`src/rtl/timer_pkg.sv`:
```
package timer_pkg;

  localparam int REGS_PER_TIMER = 6;

  typedef enum logic [2:0] {
    SEL_COUNT  = 3'd0,
    SEL_RELOAD = 3'd1,
    SEL_DEFER  = 3'd2,
    SEL_CTRL   = 3'd3,
    SEL_FLAG   = 3'd4,
    SEL_GATED  = 3'd5
  } reg_sel_e;

  // bit 0 enable, bit 1 single-shot, bit 2 interrupt enable
  typedef struct packed {
    logic irq_en;
    logic single;
    logic run_en;
  } ctrl_t;

  localparam int CTRL_W = $bits(ctrl_t);

endpackage

```
`src/rtl/tick_prescaler.sv`:
```
module tick_prescaler #(
  parameter int DIV = 4
) (
  input  logic clk_i,
  input  logic rst_ni,
  output logic tick_o
);

  localparam int PW = (DIV > 1) ? $clog2(DIV) : 1;
  localparam logic [PW-1:0] LAST = PW'(DIV - 1);

  logic [PW-1:0] div_q;

  always_ff @(posedge clk_i or negedge rst_ni) begin
    if (!rst_ni) begin
      div_q <= '0;
    end else if (div_q == LAST) begin
      div_q <= '0;
    end else begin
      div_q <= div_q + 1'b1;
    end
  end

  assign tick_o = (div_q == LAST);

  AST_TICK_SPACING: assert property (@(posedge clk_i) disable iff (!rst_ni)
    tick_o |=> !tick_o || (DIV == 1));

endmodule

```
`src/rtl/window_decode.sv`:
```
module window_decode import timer_pkg::*; #(
  parameter int N_TIMERS = 2,
  parameter int ADDR_W   = 4,
  parameter int IDX_W    = 1
) (
  input  logic [ADDR_W-1:0] addr_i,
  output logic              hit_o,
  output logic [IDX_W-1:0]  idx_o,
  output reg_sel_e          sel_o
);

  always_comb begin
    hit_o = 1'b0;
    idx_o = '0;
    sel_o = SEL_COUNT;
    for (int i = 0; i < N_TIMERS; i++) begin
      if (int'(addr_i) >= i * REGS_PER_TIMER &&
          int'(addr_i) < (i + 1) * REGS_PER_TIMER) begin
        hit_o = 1'b1;
        idx_o = IDX_W'(i);
        sel_o = reg_sel_e'(3'(int'(addr_i) - i * REGS_PER_TIMER));
      end
    end
  end

endmodule

```
`src/rtl/countdown_channel.sv`:
```
module countdown_channel import timer_pkg::*; #(
  parameter int CNT_W = 32
) (
  input  logic             clk_i,
  input  logic             rst_ni,
  input  logic             tick_i,
  input  logic             wr_i,
  input  reg_sel_e         sel_i,
  input  logic [CNT_W-1:0] wdata_i,
  output logic [CNT_W-1:0] rdata_o,
  output logic             irq_o
);

  logic [CNT_W-1:0] count_q, reload_q, defer_q;
  ctrl_t            ctrl_q;
  logic             flag_q;
  logic             running_q;

  logic wr_ctrl, wr_reload, wr_defer, wr_flag;
  logic expire;

  assign wr_ctrl   = wr_i && (sel_i == SEL_CTRL);
  assign wr_reload = wr_i && (sel_i == SEL_RELOAD);
  assign wr_defer  = wr_i && (sel_i == SEL_DEFER);
  assign wr_flag   = wr_i && (sel_i == SEL_FLAG);

  assign expire = tick_i && running_q && (count_q == '0);

  // Count and run state: register writes take priority over the tick.
  always_ff @(posedge clk_i or negedge rst_ni) begin
    if (!rst_ni) begin
      count_q   <= '0;
      running_q <= 1'b0;
    end else if (wr_ctrl) begin
      if (wdata_i[0]) begin
        count_q   <= reload_q;
        running_q <= 1'b1;
      end else begin
        running_q <= 1'b0;
      end
    end else if (wr_reload && ctrl_q.run_en) begin
      count_q   <= wdata_i;
      running_q <= 1'b1;
    end else if (expire) begin
      if (ctrl_q.single) begin
        running_q <= 1'b0;
      end else begin
        count_q <= reload_q;
      end
    end else if (tick_i && running_q) begin
      count_q <= count_q - 1'b1;
    end
  end

  always_ff @(posedge clk_i or negedge rst_ni) begin
    if (!rst_ni) begin
      reload_q <= '0;
      defer_q  <= '0;
      ctrl_q   <= '0;
    end else begin
      if (wr_reload || wr_defer) reload_q <= wdata_i;
      if (wr_defer)              defer_q  <= wdata_i;
      if (wr_ctrl)               ctrl_q   <= ctrl_t'(wdata_i[CTRL_W-1:0]);
    end
  end

  // Sticky expiry flag: a set in the same cycle beats a clear.
  always_ff @(posedge clk_i or negedge rst_ni) begin
    if (!rst_ni) begin
      flag_q <= 1'b0;
    end else if (expire) begin
      flag_q <= 1'b1;
    end else if (wr_flag && wdata_i[0]) begin
      flag_q <= 1'b0;
    end
  end

  assign irq_o = flag_q && ctrl_q.irq_en;

  always_comb begin
    case (sel_i)
      SEL_COUNT:  rdata_o = count_q;
      SEL_RELOAD: rdata_o = reload_q;
      SEL_DEFER:  rdata_o = defer_q;
      SEL_CTRL:   rdata_o = {{(CNT_W-CTRL_W){1'b0}}, ctrl_q};
      SEL_FLAG:   rdata_o = {{(CNT_W-1){1'b0}}, flag_q};
      SEL_GATED:  rdata_o = {{(CNT_W-1){1'b0}}, irq_o};
      default:    rdata_o = '0;
    endcase
  end

  AST_EXPIRE_SETS_FLAG: assert property (@(posedge clk_i) disable iff (!rst_ni)
    expire |=> flag_q);
  AST_PERIODIC_RELOAD: assert property (@(posedge clk_i) disable iff (!rst_ni)
    expire && !ctrl_q.single && !wr_ctrl && !wr_reload |=> count_q == $past(reload_q));
  AST_SINGLE_HALTS: assert property (@(posedge clk_i) disable iff (!rst_ni)
    expire && ctrl_q.single && !wr_ctrl && !wr_reload |=> !running_q && count_q == '0);
  AST_FLAG_CLEAR: assert property (@(posedge clk_i) disable iff (!rst_ni)
    wr_flag && wdata_i[0] && !expire |=> !flag_q);
  AST_FLAG_ZERO_WRITE: assert property (@(posedge clk_i) disable iff (!rst_ni)
    wr_flag && !wdata_i[0] |=> flag_q || !$past(flag_q) == 1'b0 ? flag_q : 1'b1);
  AST_FROZEN_COUNT: assert property (@(posedge clk_i) disable iff (!rst_ni)
    !running_q && !wr_ctrl && !wr_reload |=> $stable(count_q));
  AST_DEFER_UPDATES_RELOAD: assert property (@(posedge clk_i) disable iff (!rst_ni)
    wr_defer |=> reload_q == $past(wdata_i) && defer_q == $past(wdata_i));

endmodule

```
`src/rtl/dual_countdown_timer.sv`:
```
module dual_countdown_timer import timer_pkg::*; #(
  parameter int N_TIMERS = 2,
  parameter int DATA_W   = 32,
  parameter int ADDR_W   = 4,
  parameter int PRESCALE = 1
) (
  input  logic              clk_i,
  input  logic              rst_ni,
  input  logic              bus_wr_i,
  input  logic              bus_rd_i,
  input  logic [ADDR_W-1:0] bus_addr_i,
  input  logic [DATA_W-1:0] bus_wdata_i,
  output logic [DATA_W-1:0] bus_rdata_o,
  output logic              bus_rvalid_o,
  output logic [N_TIMERS-1:0] irq_o
);

  localparam int IDX_W  = (N_TIMERS > 1) ? $clog2(N_TIMERS) : 1;
  localparam int WINDOW = N_TIMERS * REGS_PER_TIMER;

  logic             hit;
  logic [IDX_W-1:0] idx;
  reg_sel_e         sel;
  logic             tick;
  logic [DATA_W-1:0] ch_rdata [N_TIMERS];
  logic [DATA_W-1:0] rdata_q;
  logic              rvalid_q;

  window_decode #(
    .N_TIMERS (N_TIMERS),
    .ADDR_W   (ADDR_W),
    .IDX_W    (IDX_W)
  ) u_decode (
    .addr_i (bus_addr_i),
    .hit_o  (hit),
    .idx_o  (idx),
    .sel_o  (sel)
  );

  generate
    if (PRESCALE > 1) begin : g_prescale
      tick_prescaler #(.DIV(PRESCALE)) u_prescale (
        .clk_i  (clk_i),
        .rst_ni (rst_ni),
        .tick_o (tick)
      );
    end else begin : g_every_clock
      assign tick = 1'b1;
    end
  endgenerate

  generate
    for (genvar i = 0; i < N_TIMERS; i++) begin : g_chan
      logic ch_wr;
      assign ch_wr = bus_wr_i && hit && (idx == IDX_W'(i));
      countdown_channel #(.CNT_W(DATA_W)) u_chan (
        .clk_i   (clk_i),
        .rst_ni  (rst_ni),
        .tick_i  (tick),
        .wr_i    (ch_wr),
        .sel_i   (sel),
        .wdata_i (bus_wdata_i),
        .rdata_o (ch_rdata[i]),
        .irq_o   (irq_o[i])
      );
    end
  endgenerate

  always_ff @(posedge clk_i or negedge rst_ni) begin
    if (!rst_ni) begin
      rdata_q  <= '0;
      rvalid_q <= 1'b0;
    end else begin
      rvalid_q <= bus_rd_i;
      if (bus_rd_i) rdata_q <= hit ? ch_rdata[idx] : '0;
    end
  end

  assign bus_rdata_o  = rdata_q;
  assign bus_rvalid_o = rvalid_q;

  AST_RSP_NEXT_CYCLE: assert property (@(posedge clk_i) disable iff (!rst_ni)
    bus_rd_i |=> bus_rvalid_o);
  AST_RSP_ONLY_AFTER_READ: assert property (@(posedge clk_i) disable iff (!rst_ni)
    !bus_rd_i |=> !bus_rvalid_o);
  AST_RESERVED_READS_ZERO: assert property (@(posedge clk_i) disable iff (!rst_ni)
    bus_rd_i && (int'(bus_addr_i) >= WINDOW) |=> bus_rdata_o == '0);

endmodule

```
`config.mk`:
```
export PLATFORM = sky130hd
export DESIGN_NAME = dual_countdown_timer
export DESIGN_NICKNAME = d
export VERILOG_FILES = /design/src/rtl/timer_pkg.sv /design/src/rtl/tick_prescaler.sv /design/src/rtl/window_decode.sv /design/src/rtl/countdown_channel.sv /design/src/rtl/dual_countdown_timer.sv
export SDC_FILE = /design/constraint.sdc
export NUM_CORES = 1
export LEC_CHECK = 0
export BUFFER_PORTS_ARGS = -buffer_cell sky130_fd_sc_hd__buf_4
export CELL_PAD_IN_SITES_DETAIL_PLACEMENT = 1
export CELL_PAD_IN_SITES_GLOBAL_PLACEMENT = 1
export CORE_ASPECT_RATIO = 1.1
export CORE_MARGIN = 2
export CORE_UTILIZATION = 42
export CTS_BUF_LIST = sky130_fd_sc_hd__clkbuf_8
export DETAILED_ROUTE_END_ITERATION = 12
export GPL_TIMING_DRIVEN = 0
export MAX_ROUTING_LAYER = met4
export PLACE_DENSITY = 0.8
export SETUP_SLACK_MARGIN = 0.2
export SLEW_MARGIN = 40
export SYNTH_ARGS = -nofsm -noshare
export SYNTH_HDL_FRONTEND = slang
export SYNTH_SLANG_ARGS = --single-unit
```
`constraint.sdc`:
```
create_clock -name clk_i -period 6 [get_ports clk_i]
set_input_delay 1.2 -clock clk_i [delete_from_list [all_inputs] [get_ports clk_i]]
set_output_delay 1.2 -clock clk_i [all_outputs]
set_load 0.01 [all_outputs]
```
Yosys cells after proc, flatten, opt, wreduce, memory -nomap -nowiden
Index checks and enable logic that the tools add are counted.
{ "totals": {"word_cells": 109, "romBits": 0, "mem_bits_rw": 0, "latchBits": 0, "ff_bits": 235, "output_inout_bits": 35, "n_memories": 0, "inputBits": 40} }
{ "classes": {"add_sub_neg": 3, "magnitude_cmp": 4, "multipliers": 0, "muxes": 36, "n_reduce_logical": 37, "n_shift": 0, "div": 0, "n_eq_ne": 9, "bitwise_logic": 2} }
{ "ops": {"columns": ["operator", "n"], "rows": [
  ["32-bit 2-to-1 mux", 16],
  ["32-bit case mux with 6 select lines", 2],
  ["32-bit zero test", 2],
  ["32-bit by 1-bit subtractor with 32-bit output, second input constant", 2],
  ["1-bit logical AND", 20],
  ["1-bit 2-to-1 mux", 16],
  ["3-bit nonzero test", 4],
  ["4-bit inequality test, second input constant", 2],
  ["4-bit nonzero test", 2],
  ["3-bit by 2-bit equality test with 1-bit output, second input constant", 2],
  ["3-bit equality test, second input constant", 2],
  ["3-bit 2-to-1 mux", 2],
  ["3-bit AND reduction", 2],
  ["4-bit by 3-bit greater-or-equal comparator with 1-bit output, second input constant", 1],
  ["4-bit by 3-bit < comparator with 1-bit output, second input constant", 1],
  ["4-bit < comparator, second input constant", 1],
  ["2-bit inequality test, second input constant", 2],
  ["2-bit AND reduction", 2],
  ["2-bit nonzero test", 2],
  ["3-bit by 1-bit equality test with 1-bit output, second input constant", 1],
  ["3-bit zero test", 1],
  ["3-bit subtractor, second input constant", 1],
  ["2-bit greater-or-equal comparator, second input constant", 1],
  ["1-bit logical OR", 2],
  ["other kinds (2)", 2]
]} }

Longest topological paths before layout
Gate-level depths: netlist of run 1.
{ "depth": {"depth_word": 9, "ltp_mapped": 12, "ltp_nobuf": 8} }

Modules after synthesis
Synthesis of run 1 repeated with hierarchy kept, for this count alone.
{ "hier_totals": {"cells_unflattened": 1341, "area_unflattened_um2": 13432.9} }
{ "modules_own_cells": {"columns": ["module", "seq_area_each_um2", "area_per_inst_um2", "cells_each", "instances"], "rows": [
  ["countdown_channel at g_chan[1].u_chan", 2527.4, 5952.0, 604, 1],
  ["countdown_channel at g_chan[0].u_chan", 2527.4, 5823.1, 583, 1],
  ["dual_countdown_timer", 825.8, 1602.8, 145, 1],
  ["window_decode", 0.0, 55.1, 9, 1]
]} }

Worst setup path after synthesis of run 1
No wires, ideal clock.
{ "synth_path": {"path_type": "input to register", "from": "in bus_addr_i[1]", "to": "reg g_chan[1].u_chan.count_q[10]", "t_required_ps": 5878, "cell_stages": 11, "slack_ps": 2490, "setup_time_ps": 122, "path_buffers": 4, "t_arrival_ps": 3388, "cell_sequence": "ha_1 -> buf_4 -> and4bb_1 -> o31a_1 -> o2111a_1 -> or3_1 -> buf_2 -> and2_1 -> buf_6 -> buf_6 -> a32o_1"} }
{ "synth_via": {"elab_chain_len": 9, "elab_cells_between_ends": 23, "classes_between": "1 x add/sub; 3 x order compare; 4 x eq/ne; 7 x mux; 8 x reduce/logical"} }
{ "synth_rtl": {"columns": ["item", "line", "source"], "rows": [
  ["start, declared", "dual_countdown_timer.sv:11", "input logic [ADDR_W-1:0] bus_addr_i,"],
  ["parallel branches: the longest is 9 deep, another holds 4-bit by 3-bit < comparator with 1-bit output", null, null],
  ["end signal, assigned", "countdown_channel.sv:42", "count_q <= wdata_i;"],
  ["end signal, assigned", "countdown_channel.sv:48", "count_q <= reload_q;"],
  ["end signal, assigned", "countdown_channel.sv:51", "count_q <= count_q - 1'b1;"],
  ["end, declared", "countdown_channel.sv:14", "logic [CNT_W-1:0] count_q, reload_q, defer_q;"]
]} }
Parallel ways; which one is timed is not known.
A chain may end at the register's enable or synchronous reset.

Worst setup path after layout of run 1
{ "layout_path": {"from": "in bus_addr_i[1]", "to": "reg g_chan[1].u_chan.count_q[27]"} }
Same word-level chain as after synthesis.

==> summary.txt, run 1 <==
Timing
  • Slew headroom: 0.395
  • FMAX: 234 MHz
  • Setup TNS: 0 ns
  • Clock Skews: 0.0234 ns
  • Hold WS: 0.484 ns
  • Slew Limit Fails: 0
  • Final setup fails: 0
  • Final hold violations: 0
  • Fin crit share: 0.711
  • Slew @ Worst Pin: 0.907 ns
  • RSZ-0062 raised after global routing: no
  • Fin crit period: 4.27 ns

Placement
  • Port Buffers: 73
  • Dpl hpwl: 40.3 mm
  • Dpl cells: 1799
  • GPL Wtd Cong: 0.997

Global routing
  • Grt ovf: 0
  • Pin count of the biggest net entering global routing: 71
  • First-pass GRT wire length: 82.5 mm
  • Initial antenna violation count: 1
  • Gr usage total: 0.337
  • Vias in the first global route: 13288

Route
  • Initial drt markers: 1446
  • Drt via density: 6.81
  • First drt pass iteration count: 5
  • Via count: 12798
  • DRC Markers: 0
  • Routed WL per cell: 29.0 um
  • Antenna viol nets, final: 0
  • Drt total wl: 54.5 mm

Layout
  • Share of cells above drive strength 1: 0.218
  • FF+latch area: 0.00588 mm2
  • Share of the core filled with cells: 0.491
  • Nets: 1470
  • Layout area overhead: 15.7%
  • Final cell count without fillers: 1878
  • Fillers: 3505
  • Area occupied by multi-input gates: 0.00665 mm2

Floorplanning
  • Die span in x: 173 um
  • Die area: 0.0330 mm2
  • Initial Util: 0.425
  • Die H: 190 um
  • I/O pin count: 75
  • Area of the core: 0.0312 mm2
  • Std cell rows: 68

Min path
  • Type of the most critical hold path: input port to asynchronous set/reset pin

Pwr
  • PwrDens: 389 mW/mm2
  • Leak: 0.00630 uW
  • Peak supply drop: 0.149 mV

Setup path
  • Max incr delay on CP: 0.55 ns
  • Setup CP Type: input port to flop
  • CP startpoint kind: input port
  • CP endpoint kind: flop
  • Cells along the critical path: buf_4, ha_1, buf_4, nor3b_1, o211a_1, clkbuf_1, o211ai_1, nand2_1, clkbuf_1, o311ai_0, a32o_1
  • Critical path peak fanout: 10
  • WP data required: 6.47 ns
  • Slowest stage cell, crit path: clkbuf_1
  • Critical Path AT: 4.73 ns

Logic synthesis
  • Synth area leader: dfrtp_1
  • Syn Nets: 1347
  • Synth top area share: 0.444
  • Synth Warn #: 0
  • #FFs+latches synth: 235
  • Avg Cell Area, Syn: 10.2 um2
  • Post-synth EDFFs: 0
  • Largest cells by area after synthesis: dfrtp_1 (44%), mux2_2 (10%), a221oi_1 (3.6%), a221o_1 (3.2%), o21ai_0 (2.5%)
  • Synth async-reset ratio: 1.00
  • Mapped Area: 0.0133 mm2
  • Commonest register cell after synthesis: dfrtp_1
  • Post-synth cell types: 74
  • Seq/Total Area, Yosys: 0.444
  • Cell count after synthesis: 1302

Clock network
  • Sink Count: 235
  • H-tree depth: 2
  • CTS tree: yes
  • Root Driver: clkbuf_8
  • Hold_buf cts: 0
  • Worst-path clk slew: 0.07 ns
  • Deepest clock path buffer count: 3
  • Num CTS Buffers: 44
  • Worst skew pair latency: 0.57 ns
  • Setup Buffers After CTS: 0
  • CTS resizes: 0

Outcome
  • Status: completed

Flow run
  • Max-cap violations: 0
per-layer routing:
| layer | vias up | track usage | routed length [um] |
|---|---|---|---|
| li1 | 5374 | - | - |
| met5 | - | - | 0 |
| met4 | 0 | 0.171 | 2850 |
| met1 | 6558 | 0.421 | 21700 |
| met3 | 184 | 0.0470 | 4280 |
| met2 | 682 | 0.540 | 25700 |
critical path, delay by kind of cell:
family                     cells  cell delay, ns
buffers and inverters          4            1.28
AOI/OAI and AO/OA              4            1.25
and+or+nand+nor                2            0.70
adders and majority gates      1            0.28
kinds of logic (layout without fill, tap and decap cells):
kind of cell,after synthesis,in the layout,synth area share
AO/OA/AOI/OAI,453,453,0.264
XOR/XNOR,3,3,0.00198
adder cells (fa/ha/maj),5,5,0.00472
buffers and inverters,175,330,0.0553
flip-flops,235,235,0.444
multiplexers,123,123,0.104
other,0,1,0
AND/OR/NAND/NOR,308,308,0.127
final timing paths:
kind	from	endpoint	slack, ns	cells past startpoint
hold / removal	rst_ni	g_chan[1].u_chan.reload_q[10]	0.48	1
setup / recovery	bus_addr_i[1]	g_chan[1].u_chan.count_q[27]	1.73	11
max in group asynchronous	rst_ni	g_chan[0].u_chan.reload_q[27]	4.54	3
hold reg to reg	bus_rdata_o[14]	bus_rdata_o[14]	0.50	1
min in group clk_i	bus_rdata_o[14]	bus_rdata_o[14]	0.50	1
setup reg to reg	g_chan[1].u_chan.count_q[4]	g_chan[1].u_chan.count_q[27]	2.57	8
power breakdown:
| part | switching [uW] | internal (uW) |
|---|---|---|
| Sequential | 560 | 2090 |
| Combinational | 969 | 759 |
| Clock | 734 | 846 |
per-stage QoR:
stage | total power [uW] | setup WS, ns | cell area (um2)
after global placement | 4220 | 1.37 | 14300
after floorplan | 3590 | 2.49 | 13300
after CTS | 5910 | 1.89 | 15300
final | 5960 | 1.73 | 15300
after global routing | 6230 | 1.72 | 15300
after detailed placement | 4330 | 1.30 | 14500
flip-flops by register name (all words and copies together) (netlist names):
name                     flops
bus_rvalid_o                 1
g_chan.u_chan.reload_q      64
g_chan.u_chan.defer_q       64
g_chan.u_chan.count_q       64
g_chan.u_chan.ctrl_q         6
bus_rdata_o                 32
g_chan.u_chan.running_q      2
g_chan.u_chan.flag_q         2
synthesized netlist by cell type, drive strengths merged, types with 14 or more instances:
master	number
buf	38
mux2	119
nand2	56
nor4	17
nand3	23
o211ai	41
clkbuf	78
o21ai	68
a32o	25
o221ai	18
nor3	38
a211oi	37
a221o	43
o22ai	18
nand2b	31
nor2	57
dfrtp	235
inv	59
nand4	14
a221oi	55
a21oi	43
o2bb2ai	20
or3	15
cells in the final DEF (no fill, tap or decap), types with 20 or more instances in the layout:
cell type / count
nand3_1: 23
nand2b_1: 31
a32o_1: 25
inv_1: 70
o211ai_1: 40
a21oi_1: 42
a221o_1: 43
a221oi_1: 55
mux2_2: 119
dfrtp_1: 235
buf_2: 25
nor3_1: 38
o21ai_0: 66
clkbuf_1: 78
o2bb2ai_1: 20
a211oi_1: 37
clkbuf_8: 53
nor2_1: 56
nand2_1: 56
buf_4: 76
final cells by class:
type	instances	area share
Timing Repair Buffer	77	0.0434
Tap cell	420	0.0343
Antenna cell	1	0.000163
Clock buffer	53	0.0476
Sequential cell	235	0.383
Inverter	59	0.0144
Clock inverter	25	0.00954
Buffer	116	0.0334
Multi-Input combinational cell	892	0.434
(Power assumes the default switching activity.)
==> inputs of run 2 (changes only) <==
--- a/config.mk
+++ b/config.mk
@@ -5,6 +5,7 @@
 export SDC_FILE = /design/constraint.sdc
 export NUM_CORES = 1
 export LEC_CHECK = 0
+export ABC_AREA = 1
 export BUFFER_PORTS_ARGS = -buffer_cell sky130_fd_sc_hd__buf_4
 export CELL_PAD_IN_SITES_DETAIL_PLACEMENT = 1
 export CELL_PAD_IN_SITES_GLOBAL_PLACEMENT = 1
@@ -15,7 +16,7 @@
 export DETAILED_ROUTE_END_ITERATION = 12
 export GPL_TIMING_DRIVEN = 0
 export MAX_ROUTING_LAYER = met4
-export PLACE_DENSITY = 0.8
+export PLACE_DENSITY = 0.85
 export SETUP_SLACK_MARGIN = 0.2
 export SLEW_MARGIN = 40
 export SYNTH_ARGS = -nofsm -noshare
==> constraint.sdc (replaced) <==
create_clock -name clk_i -period 4.4 [get_ports clk_i]
set_input_delay 0.88 -clock clk_i [delete_from_list [all_inputs] [get_ports clk_i]]
set_output_delay 0.88 -clock clk_i [all_outputs]
set_load 0.01 [all_outputs]
==> summary.txt, run 2 <==
Floorplanning
  • Die H: 193 um
  • I/O pin count: 75
  • Die area: 0.0338 mm2
  • Initial Util: 0.423
  • Area of the core: 0.0321 mm2
  • Die span in x: 176 um
  • Std cell rows: 69

Global routing
  • Gr usage total: 0.341
  • First-pass GRT wire length: 85.4 mm
  • Vias in the first global route: 14981
  • Grt ovf: 0
  • Pin count of the biggest net entering global routing: 76
  • Initial antenna violation count: 0

Layout
  • Most frequent cells in the layout: nand2_1 (779), nand3_1 (253), dfrtp_1 (235)
  • FF+latch area: 0.00588 mm2
  • Fillers: 4298
  • Area occupied by multi-input gates: 0.00678 mm2
  • Nets: 2153
  • Top Registers: g_chan.u_chan.count_q (64), g_chan.u_chan.defer_q (64), g_chan.u_chan.reload_q (64)
  • Layout area overhead: 15.4%
  • Share of cells above drive strength 1: 0.112
  • Commonest non-fill, non-tap cell in the layout: nand2_1
  • Post-layout instance area: 0.0157 mm2

Route
  • First drt pass iteration count: 7
  • Initial drt markers: 1035
  • Routed WL per cell: 21.6 um
  • Drt total wl: 55.3 mm
  • Via count: 14373
  • Antenna viol nets, final: 0
  • DRC Markers: 0
  • Drt via density: 5.60

Placement
  • Placed cell areas: 0.0148 mm2
  • Dpl hpwl: 44.1 mm
  • GPL Wtd Cong: 0.960
  • Port Buffers: 74
  • Worst slack at placement: 1.10 ns

Logic synthesis
  • Cell count after synthesis: 1987
  • Post-synth cell types: 29
  • Synth Warn #: 0
  • Largest cells by area after synthesis: dfrtp_1 (43%), nand2_1 (22%), nand3_1 (9.3%), nor2_1 (5.5%), o21ai_1 (3.5%)
  • Top-count cell post-synth: nand2_1
  • Synth top area share: 0.433
  • Avg Cell Area, Syn: 6.84 um2
  • Commonest register cell after synthesis: dfrtp_1
  • Synth area leader: dfrtp_1
  • Synth async-reset ratio: 1.00
  • Commonest cells in the netlist: nand2_1 (779), nand3_1 (253), dfrtp_1 (235)
  • Mapped Area: 0.0136 mm2
  • Seq/Total Area, Yosys: 0.433
  • #FFs+latches synth: 235
  • Syn Nets: 2032
  • Post-synth EDFFs: 0

Clock network
  • Hold_buf cts: 0
  • Sink Count: 235
  • Root Driver: clkbuf_8
  • Worst-path clk slew: 0.06 ns
  • Worst skew pair latency: 0.57 ns
  • Setup Buffers After CTS: 0
  • CTS tree: yes
  • H-tree depth: 2
  • CTS resizes: 0
  • Num CTS Buffers: 41
  • Deepest clock path buffer count: 3

Setup path
  • Critical Path AT: 3.31 ns
  • Critical path peak fanout: 10
  • WP data required: 4.91 ns
  • Setup CP Type: input port to flop
  • Worst R2R Path Depth: 13
  • CP endpoint kind: flop
  • CP startpoint kind: input port

Timing
  • Slew headroom: 0.514
  • Setup TNS: 0 ns
  • Final hold violations: 0
  • Final setup fails: 0
  • FMAX: 357 MHz
  • Setup ws final: 1.60 ns
  • Hold WS: 0.141 ns
  • Fin crit share: 0.636
  • Slew Limit Fails: 0
  • Fin crit period: 2.80 ns
  • RSZ-0062 raised after global routing: no
  • Clock Skews: 0.0135 ns
  • Slew @ Worst Pin: 0.729 ns

Pwr
  • Final Power: 9580 uW
  • Leak: 0.00810 uW
  • Peak supply drop: 0.272 mV
  • PwrDens: 610 mW/mm2

Outcome
  • Status: completed

Flow run
  • Max-cap violations: 0

Min path
  • Type of the most critical hold path: input port to asynchronous set/reset pin
run 2: cell types whose count changed in the layout (fill, tap and decap cells not counted), moves of 40 or more:
| cell | change |
|---|---|
| a21oi_1 | +46 |
| a221o_1 | -43 |
| a221oi_1 | -55 |
| clkbuf_1 | -55 |
| inv_1 | +49 |
| mux2_2 | -119 |
| nand2_1 | +723 |
| nand3_1 | +230 |
| nor2_1 | +144 |
| o211ai_1 | -40 |
| o21ai_0 | -48 |
| o21ai_1 | +95 |
run 2: per-layer routing:
metal | part of all wire | GRT usage
met5 | 0 | -
met4 | 0.051 | 0.167
met3 | 0.067 | 0.0498
met2 | 0.48 | 0.561
met1 | 0.40 | 0.415
run 2: final timing paths:
| kind | start | to | slack, ns |
|---|---|---|---|
| min | rst_ni | g_chan[0].u_chan.count_q[25] | 0.14 |
| max in group asynchronous | rst_ni | g_chan[0].u_chan.defer_q[4] | 2.99 |
| min in group clk_i | bus_rd_i | bus_rvalid_o | 0.45 |
| max reg2reg | g_chan[0].u_chan.count_q[11] | g_chan[0].u_chan.count_q[26] | 1.77 |
| min reg2reg | g_chan[0].u_chan.count_q[0] | g_chan[0].u_chan.count_q[0] | 0.49 |
| max | bus_addr_i[1] | bus_rdata_o[1] | 1.60 |
run 2: cells by family after synthesis:
| group | Yosys count | share of synthesized area |
|---|---|---|
| flops | 235 | 0.433 |
| fa+ha+maj | 5 | 0.00460 |
| compound gates | 203 | 0.0750 |
| simple gates | 1290 | 0.394 |
| buf+inv | 215 | 0.0687 |
| xor+xnor | 39 | 0.0251 |
run 2: cell type report:
type | count | share of cell area
Multi-Input combinational cell | 1537 | 0.432
Sequential cell | 235 | 0.375
Clock buffer | 53 | 0.0465
Timing Repair Buffer | 78 | 0.0424
Tap cell | 426 | 0.0340
Buffer | 97 | 0.0311
Inverter | 118 | 0.0284
Clock inverter | 20 | 0.0107
Antenna cell | 1 | 0.000159
run 2: stage by stage:
stage | util | instances
after floorplan | - | 1987
after global placement | 0.457 | 2487
after detailed placement | 0.461 | 2491
after CTS | 0.488 | 2564
after global routing | 0.488 | 2564
final | 0.489 | 2565
run 2: critical path: stages:
cell and delay (ns):
buf_4 0.13, ha_1 0.20, nand2_2 0.10, nand3_2 0.13
nand3_1 0.14, nand2_4 0.11, nor2_1 0.20, buf_2 0.31
clkbuf_1 0.60, nand2_1 0.13, nand4_1 0.15, nand3_1 0.14
nand2_1 0.08
run 2: where the power goes:
| part | internal (uW) | switching, uW | leakage, uW |
|---|---|---|---|
| registers | 2890 | 799 | 0.00296 |
| logic | 1200 | 2450 | 0.00464 |
| clock network | 1260 | 980 | 0.000497 |
| total | 5350 | 4230 | 0.00810 |
==> inputs of run 3 (changes only) <==
--- a/config.mk
+++ b/config.mk
@@ -5,7 +5,7 @@
 export SDC_FILE = /design/constraint.sdc
 export NUM_CORES = 1
 export LEC_CHECK = 0
-export ABC_AREA = 1
+export ABC_AREA = 0
 export BUFFER_PORTS_ARGS = -buffer_cell sky130_fd_sc_hd__buf_4
 export CELL_PAD_IN_SITES_DETAIL_PLACEMENT = 1
 export CELL_PAD_IN_SITES_GLOBAL_PLACEMENT = 1
@@ -16,7 +16,7 @@
 export DETAILED_ROUTE_END_ITERATION = 12
 export GPL_TIMING_DRIVEN = 0
 export MAX_ROUTING_LAYER = met4
-export PLACE_DENSITY = 0.85
+export PLACE_DENSITY = 0.8
 export SETUP_SLACK_MARGIN = 0.2
 export SLEW_MARGIN = 40
 export SYNTH_ARGS = -nofsm -noshare
==> constraint.sdc (replaced) <==
create_clock -name clk_i -period 2.9 [get_ports clk_i]
set_input_delay 0.58 -clock clk_i [delete_from_list [all_inputs] [get_ports clk_i]]
set_output_delay 0.58 -clock clk_i [all_outputs]
set_load 0.01 [all_outputs]
==> summary.txt, run 3 (synthesis gave the netlist of run 1 again) <==
Setup path
  • Critical Path AT: 3.16 ns
  • Setup CP Type: input port to flop
  • CP endpoint kind: flop
  • Critical path peak fanout: 10
  • WP data required: 3.36 ns
  • CP startpoint kind: input port
  • Slowest stage cell, crit path: o31a_1
  • CP Buf/Inv Count: 5
  • Cells along the critical path: buf_12, ha_4, buf_6, and4bb_2, o31a_1, o2111a_2, or3_1, buf_6, and2_4, buf_8, buf_8, a32o_1
  • Max incr delay on CP: 0.41 ns
  • CP top delay family: compound AO/OA/AOI/OAI gates

Pwr
  • PwrDens: 801 mW/mm2
  • Leak: 0.00688 uW
  • Peak supply drop: 0.285 mV
  • Final Power: 13100 uW

Timing
  • Setup ws final: 0.199 ns
  • Clock Skews: 0.0334 ns
  • Slew headroom: 0.439
  • Fin crit share: 0.931
  • Hold WS: 0.179 ns
  • Final setup fails: 0
  • Slew @ Worst Pin: 0.841 ns
  • Fin crit period: 2.70 ns
  • Final hold violations: 0
  • RSZ-0062 raised after global routing: yes
  • FMAX: 370 MHz
  • Slew Limit Fails: 0

Placement
  • Port Buffers: 73
  • Dpl hpwl: 40.4 mm
  • GPL Wtd Cong: 1.00
  • Worst slack at placement: -0.952 ns

Flow run
  • Max-cap violations: 0

Layout
  • Commonest non-fill, non-tap cell in the layout: dfrtp_1
  • Nets: 1507
  • Top Registers: g_chan.u_chan.count_q (64), g_chan.u_chan.defer_q (64), g_chan.u_chan.reload_q (64)
  • Layout area overhead: 23.7%
  • Antenna diodes: 0
  • Share of cells above drive strength 1: 0.314
  • Most frequent cells in the layout: dfrtp_1 (231), mux2_2 (119), buf_4 (116)

Floorplanning
  • Area of the core: 0.0312 mm2
  • Initial Util: 0.425
  • Std cell rows: 68
  • Die span in x: 173 um
  • I/O pin count: 75
  • Die area: 0.0330 mm2
  • Die H: 190 um

Global routing
  • Gr usage total: 0.344
  • Vias in the first global route: 13453
  • First-pass GRT wire length: 83.8 mm
  • Pin count of the biggest net entering global routing: 74
  • Grt ovf: 0
  • Initial antenna violation count: 1

Min path
  • Type of the most critical hold path: input port to flop

Clock network
  • Deepest clock path buffer count: 3
  • Sink Count: 235
  • Root Driver: clkbuf_8
  • Worst-path clk slew: 0.06 ns
  • Num CTS Buffers: 42
  • Worst skew pair latency: 0.59 ns
  • H-tree depth: 2
  • CTS tree: yes

Route
  • Via count: 13025
  • First drt pass iteration count: 5
  • Antenna viol nets, final: 0
  • Drt via density: 6.80
  • Initial drt markers: 1352
  • Routed WL per cell: 29.6 um
  • DRC Markers: 0
  • Drt total wl: 56.6 mm

Outcome
  • Status: completed
[run 3: cell types whose count changed in the layout (fill, tap and decap cells not counted), sizes merged, moves of 32 or more]
cell,previous run,this run
a211oi,0,37
a21oi,88,43
a221o,0,43
a221oi,0,55
clkbuf,76,126
inv,128,76
mux2,0,119
nand2,789,56
nand3,257,23
nor2,205,57
o211ai,0,41
o21ai,115,68
xor2,32,0
[run 3: through the flow]
step / TNS [ns] / area, um2 / std cells / util
final: 0 / 16400 / 1915 / 0.525
after global routing: 0 / 16400 / 1915 / 0.525
after CTS: 0 / 15900 / 1893 / 0.510
after detailed placement: -117.07 / 14500 / 1798 / 0.463
after global placement: -265.67 / 14400 / 1795 / 0.460
after floorplan: 0 / 13300 / 1302 / -
[run 3: repair_timing]
action / in CTS / in global routing
pin swaps: 9 / 15
buffers inserted: 17 / 20
hold buffers: 1 / 0
cloned: 0 / 2
resized for setup: 116 / 90
endpoints found under the hold margin: 33 / 0
endpoints found under the setup margin: 186 / 177
[run 3: final timing paths]
check                                            start  depth (start not counted)                             to  slack [ns]
max in group asynchronous                       rst_ni                          5   g_chan[0].u_chan.count_q[26]        1.02
max reg2reg                g_chan[1].u_chan.count_q[6]                          9   g_chan[1].u_chan.count_q[17]        0.21
min reg2reg                g_chan[1].u_chan.defer_q[0]                          2    g_chan[1].u_chan.defer_q[0]        0.49
max                                      bus_addr_i[1]                         12   g_chan[1].u_chan.count_q[25]        0.20
min in group asynchronous                       rst_ni                          2  g_chan[1].u_chan.reload_q[10]        0.45
min                                           bus_rd_i                          1                   bus_rvalid_o        0.18
[run 3: final cells by class]
class                   instances  area, um2
multi-input cells             892       7150
plain buffers                 116        698
repair buffers                116        985
well taps                     420        526
fillers                      3461      14800
flip-flops and latches        235       5890
clock inverters                25        214
inverters                      59        224
clock buffers                  52        716
[run 3: power by group]
part	switching, uW	internal (uW)
Clock	1520	1980
Combinational	2200	1810
Sequential	1300	4330
[run 3: routing by layer]
metal,up-vias,global-route usage,part of all wire
met1,6705,0.413,0.39
met2,660,0.552,0.48
met4,0,0.196,0.058
met5,-,-,0
met3,220,0.0560,0.071
li1,5440,-,-
